$ cat config.mk
export PLATFORM = sky130hd
export DESIGN_NAME = mbx_top
export DESIGN_NICKNAME = d
export VERILOG_FILES = /design/src/rtl/mbx_pkg.sv /design/src/rtl/mbx_ctrl.sv /design/src/rtl/mbx_datapath.sv /design/src/rtl/mbx_top.sv
export SDC_FILE = /design/constraint.sdc
export NUM_CORES = 1
export LEC_CHECK = 0
export ABC_AREA = 1
export BUFFER_PORTS_ARGS = -buffer_cell sky130_fd_sc_hd__buf_4
export CAP_MARGIN = 20
export CORE_MARGIN = 5
export CORE_UTILIZATION = 40
export DETAILED_ROUTE_END_ITERATION = 7
export SKIP_CTS_REPAIR_TIMING = 1
export SLEW_MARGIN = 20
export SYNTH_ARGS = -nofsm -noshare
export SYNTH_HDL_FRONTEND = slang
export SYNTH_HIERARCHICAL = 1
export SYNTH_SLANG_ARGS = --single-unit
$ cat constraint.sdc
create_clock -name clk -period 0.8 [get_ports clk]
set_input_delay 0.24 -clock clk [delete_from_list [all_inputs] [get_ports clk]]
set_output_delay 0.24 -clock clk [all_outputs]
set_load 0.05 [all_outputs]
$ cat src/rtl/mbx_pkg.sv
package mbx_pkg;
  localparam int NUM_PORTS = 2;

  // Strobes from the control path to the datapath, one bit per port/box.
  typedef struct packed {
    logic [NUM_PORTS-1:0] load;   // box b takes the opposite port's data
    logic [NUM_PORTS-1:0] rdEn;   // port p captures a read
    logic [NUM_PORTS-1:0] rdBox;  // which box port p reads
  } mbxStrobes_t;
endpackage

$ cat src/rtl/mbx_ctrl.sv
module mbx_ctrl
  import mbx_pkg::*;
(
  input  logic                 clk,
  input  logic                 rst_n,
  input  logic [NUM_PORTS-1:0] sel,
  input  logic [NUM_PORTS-1:0] wr,
  input  logic [NUM_PORTS-1:0] box,
  input  logic [NUM_PORTS-1:0] busy,
  output mbxStrobes_t          strb,
  output logic [NUM_PORTS-1:0] intN
);
  logic [NUM_PORTS-1:0] wrOk;
  logic [NUM_PORTS-1:0] rdReq;
  logic [NUM_PORTS-1:0] ownClr;

  for (genvar p = 0; p < NUM_PORTS; p++) begin : g_port
    localparam logic SELF = 1'(p);
    localparam int   PEER = NUM_PORTS - 1 - p;

    // Accepted write: not blocked by arbiter, aimed at the peer's box.
    assign wrOk[p]   = sel[p] & wr[p] & ~busy[p] & (box[p] != SELF);
    assign rdReq[p]  = sel[p] & ~wr[p];
    // Owner read that is allowed to clear its own interrupt.
    assign ownClr[p] = rdReq[p] & ~busy[p] & (box[p] == SELF);

    assign strb.rdEn[p]  = rdReq[p];
    assign strb.rdBox[p] = box[p];
    // Box p is only ever loaded by its peer.
    assign strb.load[p]  = wrOk[PEER];

    // Interrupt flop: set has priority over clear.
    always_ff @(posedge clk or negedge rst_n) begin
      if (!rst_n)              intN[p] <= 1'b1;
      else if (wrOk[PEER])     intN[p] <= 1'b0;
      else if (ownClr[p])      intN[p] <= 1'b1;
    end
  end
endmodule

$ cat src/rtl/mbx_datapath.sv
module mbx_datapath
  import mbx_pkg::*;
#(
  parameter int DATA_W = 16
) (
  input  logic                              clk,
  input  logic                              rst_n,
  input  mbxStrobes_t                       strb,
  input  logic [NUM_PORTS-1:0][DATA_W-1:0]  wdata,
  output logic [NUM_PORTS-1:0][DATA_W-1:0]  rdata
);
  logic [NUM_PORTS-1:0][DATA_W-1:0] msgBox;

  for (genvar b = 0; b < NUM_PORTS; b++) begin : g_box
    localparam int PEER = NUM_PORTS - 1 - b;

    always_ff @(posedge clk or negedge rst_n) begin
      if (!rst_n)            msgBox[b] <= '0;
      else if (strb.load[b]) msgBox[b] <= wdata[PEER];
    end

    // Port b read register: captures the box value before this edge.
    always_ff @(posedge clk or negedge rst_n) begin
      if (!rst_n)            rdata[b] <= '0;
      else if (strb.rdEn[b]) rdata[b] <= msgBox[strb.rdBox[b]];
    end
  end
endmodule

$ cat src/rtl/mbx_top.sv
module mbx_top
  import mbx_pkg::*;
#(
  parameter int DATA_W = 16
) (
  input  logic              clk,
  input  logic              rst_n,
  input  logic              aSel,
  input  logic              aWr,
  input  logic              aBox,
  input  logic              aBusy,
  input  logic [DATA_W-1:0] aWdata,
  output logic [DATA_W-1:0] aRdata,
  output logic              aIntN,
  input  logic              bSel,
  input  logic              bWr,
  input  logic              bBox,
  input  logic              bBusy,
  input  logic [DATA_W-1:0] bWdata,
  output logic [DATA_W-1:0] bRdata,
  output logic              bIntN
);
  mbxStrobes_t                      strb;
  logic [NUM_PORTS-1:0]             intVec;
  logic [NUM_PORTS-1:0][DATA_W-1:0] wdVec;
  logic [NUM_PORTS-1:0][DATA_W-1:0] rdVec;

  assign wdVec  = {bWdata, aWdata};
  assign aRdata = rdVec[0];
  assign bRdata = rdVec[1];
  assign aIntN  = intVec[0];
  assign bIntN  = intVec[1];

  mbx_ctrl u_ctrl (
    .clk  (clk),
    .rst_n(rst_n),
    .sel  ({bSel, aSel}),
    .wr   ({bWr, aWr}),
    .box  ({bBox, aBox}),
    .busy ({bBusy, aBusy}),
    .strb (strb),
    .intN (intVec)
  );

  mbx_datapath #(.DATA_W(DATA_W)) u_dp (
    .clk  (clk),
    .rst_n(rst_n),
    .strb (strb),
    .wdata(wdVec),
    .rdata(rdVec)
  );
endmodule

# [Word level (Yosys, flattened, before mapping)]
# Cells that the tools add are included.
# Widths: inputs -> output; s select.
[op_classes] magnitude_cmp=2 mux=8 bitwise_logic=18 n_reduce_logical=2
[ops] op="$mux 16" count=4
[ops] op="$and 1x1->1" count=12
[ops] op="$not 1->1" count=6
[ops] op="$lt 1x2->1 const B" count=2
[ops] op="$mux 1" count=4
[ops] op="$reduce_bool 2->1" count=2
[totals] register_bits=66 in_bits=42 word_cells=36

# [Logic depth before layout (Yosys ltp)]
# Gate-level depths: netlist (run 1).
[logic_depth] ltp_word=6 ltp_mapped=7

# [Hierarchy]
# The synthesis (run 1) kept the hierarchy.
[by_module_without_submodules] module="mbx_datapath" n_inst=1 cells_each=342 area_each_um2=2800.2 seq_area_each_um2=1601.5
[by_module_without_submodules] module="mbx_ctrl" n_inst=1 cells_each=26 area_each_um2=173.9 seq_area_each_um2=52.6

# [Least setup slack after synthesis (run 1)]
# OpenSTA, ideal clock, no wires.
[synth_path] path_type="register to register" startpoint="register u_ctrl/intN[1] (netlist name)" endpoint="register u_ctrl.intN[1]" setup_time_ps=68 arrival_time_ps=877 required_time_ps=732 slack_ps=-145 stages_incl_launch_ff=3 synth_period_minus_slack_ps=945 cell_sequence="dfstp_2 inv_1 a21oi_2"
[synth_lines] item="end signal: indexed assignment" line="mbx_ctrl.sv:34" source="if (!rst_n) intN[p] <= 1'b1;"
[synth_lines] item="end signal: indexed assignment" line="mbx_ctrl.sv:35" source="else if (wrOk[PEER]) intN[p] <= 1'b0;"
[synth_lines] item="end signal: indexed assignment" line="mbx_ctrl.sv:36" source="else if (ownClr[p]) intN[p] <= 1'b1;"
[synth_lines] item="end: declaration" line="mbx_ctrl.sv:11" source="output logic [NUM_PORTS-1:0] intN"

# [Worst setup path in the final report (run 1)]
[layout_path] startpoint="register u_ctrl.intN[0]" endpoint="output port aIntN"
[layout_lines] item="end: declaration" line="mbx_top.sv:14" source="output logic aIntN,"
# No word-level cell between the ends.

==> results.md, run 1 <==
* Clk buf depth at 2
* Crit path max fanout at 2
* Gp weighted congestion at 0.830
* Hold WC Path Type: input port to flop
* Drc violations at 0
* Met2 wire length at 3860 um
* Proportion of layout cells with a drive suffix above 1 at 47.4%
* Leakage at 0.00215 uW
* Clock Latency Late Sink at 0.34 ns
* Status: finished with violations
* Crit-path max cell delay at 0.55 ns
* Horiz. Die Dim at 96.2 um
* Slew headroom at 80.6%
* Net Count, Synth at 410
* Max Cap Viol at 0
* Endpoints failing hold at 0
* Worst EP arrival at 1.04 ns
* Final instance area at 4350 sq um
* Post-DRT Antenna Nets at 0
* Worst-margin pin slew at 0.290 ns
* Total routed wirelength at 7440 um
* Setup Slack @ Placement at -0.286 ns
* Final setup fails at 35
* Grt total ovfl at 0
* Vias in the first global route at 2663
* WL per Instance at 13.2 um
* Pwr Density at 2560 nW/um^2
* CP startpoint kind: flop
* M1 WL at 3090 um
* Initial Util at 41.0%
* Crit path required time at 0.56 ns
* H-tree depth at 3
* Avg Inst Size Synth at 8.08 sq um
* Worst path buffer plus inverter count at 1
* FF+latch count, synth at 66
* Die Height at 96.2 um
* Worst path slowest cell: dfstp_2
* Cts bufs inserted at 9
* Initial antenna violation count at 0
* Ys Warns at 6
* Min cycle time layout at 1.28 ns
* Number of buffers added on ports at 75
* Synthesized instance count at 368
* # diodes at 0
* First-pass GRT wire length at 12100 um
* Post-layout net count at 503
* Critical path capture point type: primary output
* RSZ-0062 raised after global routing: yes
* F_max at 784 MHz
* Core ar. at 7250 sq um
* Worst path top cell family by delay: flip-flops
* Clock Skew at 0.00658 ns
* Synth area leaders: dfrtp_1, nand2_1, nand3_1
* Drt pass-1 iters at 4
* Synthesized area at 2970 sq um
* Post-DR vias/cell at 4.57
* Top Metal Used: met4
* Register area share after synthesis at 55.6%
* Leading area contributor after synthesis: dfrtp_1
* CTS tree: yes
* CP cell instances: buf_8
* IR Drop Worst-Case VDD at 1.11 mV
* GRT Overall Usage at 17.3%
* Clock-pin slew on the worst setup and hold paths at 0.07 ns
* Setup CP Type: flop to primary output
* Final worst slack at -0.476 ns
* Synth unique cells at 18
* Row Count at 31
* Root Buffer: clkbuf_8
* WL met3 at 407 um
* Yosys top cell area share at 53.8%
* Hpwl dp at 5730 um
* Largest net degree at the start of global routing at 34
* Ports at 76
* Failing checks: negative setup slack
* Slew Viols, Final at 0
* Clock sinks at 66
* FILL cells at 699
* Period Utilization, post-route at 160%
* Total number of vias at 2582
* Area Growth Syn to Fin at 46.2%
* DP Area at 3850 sq um
* Die Area at 9260 sq um
* Iteration-0 DRC Markers at 88
## report_power, final
group | leakage, uW | internal (uW) | switching, uW | total, uW
registers | 0.000759 | 4040 | 366 | 4410
clock network | 0.000109 | 1830 | 1250 | 3080
logic | 0.00129 | 1380 | 2270 | 3650
## cell usage in the layout (no fill, tap or decap), types with 3 or more instances in the layout
cell type / netlist / routed
buf_6: 6 / 33
nand2_1: 165 / 154
inv_4: 2 / 3
nand2_2: 1 / 10
nor2_4: 1 / 4
o21ai_0: 32 / 4
buf_4: 6 / 60
nand3_2: 0 / 11
inv_2: 4 / 33
o21ai_1: 0 / 27
inv_1: 37 / 3
nand3_1: 32 / 21
buf_12: 0 / 6
dfrtp_1: 64 / 32
dfrtp_2: 0 / 32
clkbuf_8: 0 / 10
inv_12: 0 / 3
## Yosys cell counts, drive strengths merged
| library cell | count |
|---|---|
| a21oi | 2 |
| buf | 18 |
| clkbuf | 2 |
| dfrtp | 64 |
| dfstp | 2 |
| inv | 43 |
| nand2 | 166 |
| nand3 | 32 |
| nor2 | 7 |
| o21ai | 32 |
## worst paths after layout
path | start | endpoint | slack, ns | cells after the start
max reg2reg | u_ctrl/intN[1]$_DFFE_PN1P_ | u_ctrl/intN[1]$_DFFE_PN1P_ | -0.13 | 4
min reg2reg | u_ctrl/intN[0]$_DFFE_PN1P_ | u_ctrl/intN[0]$_DFFE_PN1P_ | 0.49 | 2
min in group asynchronous | rst_n | u_dp/rdata[21]$_DFFE_PN0P_ | 0.27 | 2
max | u_ctrl/intN[0]$_DFFE_PN1P_ | aIntN | -0.48 | 1
min | bWdata[15] | u_dp/msgBox[15]$_DFFE_PN0P_ | 0.11 | 3
max in group asynchronous | rst_n | u_dp/rdata[8]$_DFFE_PN0P_ | 0.11 | 3
## routing by layer
| metal | vias up | track usage (%) |
|---|---|---|
| met4 | 0 | 5.69 |
| met5 | - | 0 |
| met1 | 1207 | 20.6 |
| met3 | 7 | 5.24 |
| met2 | 59 | 29.7 |
| li1 | 1309 | - |
## logic make-up after synthesis
kind of cell | share of synthesized area (%)
and+or+nand+nor | 27.8
buffers and inverters | 10.7
AOI/OAI and AO/OA | 5.85
DFF | 55.6
## flip-flops by register name (all words and copies together), names as in the netlist
name / count
u_ctrl/intN: 2
u_dp/msgBox: 32
u_dp/rdata: 32
## per-stage QoR
step | instances | hold slack [ns] | utilization [%] | power [uW] | setup TNS, ns
after global routing | 565 | 0.101 | 60.0 | 11800 | -13.34
final | 565 | 0.112 | 60.0 | 11100 | -11.98
after floorplan | 368 | -0.0556 | - | 6500 | -2.72
after CTS | 558 | -0.282 | 56.1 | 10700 | -13.36
after global placement | 542 | 0.0824 | 53.1 | 7580 | -13.48
after detailed placement | 542 | 0.0853 | 53.1 | 7620 | -14.85
## area by class of cell
type / instances / area [sq um] / share of cell area [%]
flip-flops and latches: 66 / 1690 / 39.0
multi-input cells: 239 / 1120 / 25.7
repair buffers: 102 / 982 / 22.6
inverters: 43 / 211 / 4.86
clock buffers: 11 / 141 / 3.25
well taps: 99 / 124 / 2.85
clock inverters: 5 / 77.6 / 1.78
Power figures use the tool's default switching activity.
==> run 2, diff against run 1 <==
--- a/config.mk
+++ b/config.mk
@@ -11,6 +11,7 @@
 export CORE_MARGIN = 5
 export CORE_UTILIZATION = 40
 export DETAILED_ROUTE_END_ITERATION = 7
+export PLACE_DENSITY = 0.72
 export SKIP_CTS_REPAIR_TIMING = 1
 export SLEW_MARGIN = 20
 export SYNTH_ARGS = -nofsm -noshare
==> run 2 against run 1 <==
The flow still finishes with violations (negative setup slack). Highest routed layer unchanged. Design area rose by 0.20%. Combinational power rose by 2%. Largest power group unchanged. Core utilization rose by 0.12 points. Critical path type unchanged. Clock skew rose by 0.0023 ns. Sequential power barely moved.
==> results.md, run 2 (synthesis results as in run 1) <==
* Final worst slack at -0.471 ns (+0.00561 ns)
* Initial Util at 41.0% (unchanged)
* Worst EP arrival at 1.03 ns (about the same)
* CTS tree: yes
* Power share of the clock group at 26.3% (-1.4 points)
* Ports at 76 (unchanged)
* Number of buffers added on ports at 75 (unchanged)
* Row Count at 31 (unchanged)
* Period Utilization, post-route at 159% (-0.70 points)
* Cts bufs inserted at 9 (unchanged)
* H-tree depth at 3 (unchanged)
* Commonest non-fill, non-tap cell in the layout: nand2_1
* Total number of vias at 2713 (+5.1%)
* Clock Skew at 0.00891 ns (+0.00233 ns)
* Initial antenna violation count at 0 (unchanged)
* CP cell instances: buf_8
* Reg power frac at 40.0% (+0.4 points)
* Drt pass-1 iters at 4 (unchanged)
* Drc violations at 0 (unchanged)
* CP startpoint kind: flop
* Pwr Density at 2540 nW/um^2 (-0.96%)
* Gp weighted congestion at 0.956 (+15%)
* Grt total ovfl at 0 (unchanged)
* Die Height at 96.2 um (unchanged)
* Root Buffer: clkbuf_8
* FILL cells at 639 (-8.6%)
* Hold WC Path Type: input port to flop
* Footprint of the multi-input gates at 1130 sq um (+0.89%)
* Total routed wirelength at 7860 um (+5.7%)
* Horiz. Die Dim at 96.2 um (unchanged)
* Slew Viols, Final at 0 (unchanged)
* Status: finished with violations
* Worst path top cell family by delay: flip-flops
* Critical path capture point type: primary output
* Clock Latency Late Sink at 0.34 ns (about the same)
* P_sw at 3910 uW (+0.87%)
* Most frequent cells in the layout: nand2_1, buf_4, inv_2
* Max Cap Viol at 0 (unchanged)
* DP Area at 3850 sq um (about the same)
* Largest net degree at the start of global routing at 34 (unchanged)
* Int Pwr at 7130 uW (-1.6%)
* Crit-path max cell delay at 0.55 ns (about the same)
* Worst-margin pin slew at 0.268 ns (-0.0225 ns)
* Clk buf depth at 2 (unchanged)
* F_max at 787 MHz (+0.44%)
* Proportion of layout cells with a drive suffix above 1 at 47.2% (-0.23 points)
* Area Growth Syn to Fin at 46.5%
* Slew headroom at 82.1% (+1.5 points)
* Clock-pin slew on the worst setup and hold paths at 0.07 ns (about the same)
* Worst path slowest cell: dfstp_2
* Post-layout net count at 501 (-0.40%)
* Hpwl dp at 5740 um (+0.31%)
* Post-DRT Antenna Nets at 0 (unchanged)
* Worst path buffer plus inverter count at 1 (unchanged)
* Iteration-0 DRC Markers at 132 (+50%)
* Top Registers: u_dp/msgBox (32), u_dp/rdata (32), u_ctrl/intN (2)
* Clock sinks at 66 (unchanged)
* RSZ-0062 raised after global routing: yes
* First-pass GRT wire length at 12200 um (+0.86%)
* Post-Route Setup TNS at -11.84 ns (+0.139 ns)
* Final instance area at 4360 sq um (+0.20%)
* Crit path max fanout at 2 (unchanged)
* GRT Overall Usage at 17.4% (+0.098 points)
* Setup CP Type: flop to primary output
* Die Area at 9260 sq um (unchanged)
* Switching share of power at 35.4% (+0.57 points)
* Vias in the first global route at 2552 (-4.2%)
* # diodes at 0 (unchanged)
* Core ar. at 7250 sq um (unchanged)
* Final setup fails at 35 (unchanged)
* Comb pwr share at 33.7% (+0.9 points)
* Post-DR vias/cell at 4.82 (+5.4%)
* Crit path required time at 0.56 ns (about the same)
* IR Drop Worst-Case VDD at 1.05 mV (-5.2%)
* Endpoints failing hold at 0 (unchanged)
* Leakage at 0.00215 uW (-0.16%)
* Failing checks: negative setup slack
* Min cycle time layout at 1.27 ns (-0.00561 ns)
* WL per Instance at 14.0 um (+6.1%)
* Register area at 1690 sq um (unchanged)
[run 2: final timing paths]
| check | endpoint | slack [ns] | start | cells past startpoint |
|---|---|---|---|---|
| worst min register to register | u_ctrl/intN[0]$_DFFE_PN1P_ | 0.48 | u_ctrl/intN[0]$_DFFE_PN1P_ | 2 |
| worst max register to register | u_ctrl/intN[1]$_DFFE_PN1P_ | -0.04 | u_ctrl/intN[1]$_DFFE_PN1P_ | 3 |
| max in group asynchronous | u_ctrl/intN[1]$_DFFE_PN1P_ | 0.13 | rst_n | 3 |
| worst min-delay path | u_dp/msgBox[31]$_DFFE_PN0P_ | 0.11 | aWdata[15] | 3 |
| worst max-delay path | aIntN | -0.47 | u_ctrl/intN[0]$_DFFE_PN1P_ | 1 |
| min in group asynchronous | u_dp/rdata[26]$_DFFE_PN0P_ | 0.25 | rst_n | 2 |
[run 2: power by group through the flow]
stage	Sequential, uW	Clock [uW]	Combinational (uW)
2_1_floorplan	5410	0	1080
6_report	4420	2910	3720
5_1_grt	4480	3120	3990
4_1_cts	4290	2970	3300
3_5_place_dp	4350	0	3280
3_3_place_gp	4340	0	3240
[run 2: cell type report]
cell class | instances | share of cell area (%)
timing repair buffer | 100 | 22.8
clock inverter | 2 | 0.804
multi-input combinational | 239 | 25.9
clock buffer | 14 | 3.96
tap | 99 | 2.84
sequential | 66 | 38.9
inverter | 43 | 4.85
[run 2: worst min-delay path, cell delays in order]
cell and delay, ns:
buf_4 0.07, nand2_1 0.04, o21ai_0 0.06
[run 2: routing by layer]
metal	vias up	routed length (um)	track usage [%]
met5	-	0	0
met4	0	108	4.86
met1	1295	3190	21.8
li1	1307	-	-
met2	99	4010	28.8
met3	12	559	5.71
[run 2: stage by stage]
step | cells | hold WS, ns | setup WS, ns | total power [uW] | util [%]
finish | 563 | 0.108 | -0.471 | 11000 | 60.1
global route | 563 | 0.107 | -0.510 | 11600 | 60.1
CTS | 555 | -0.311 | -0.521 | 10600 | 56.0
detailed placement | 539 | 0.0578 | -0.244 | 7630 | 53.1
global placement | 539 | 0.0580 | -0.238 | 7570 | 53.1
floorplan | 368 | -0.0556 | -0.117 | 6500 | -
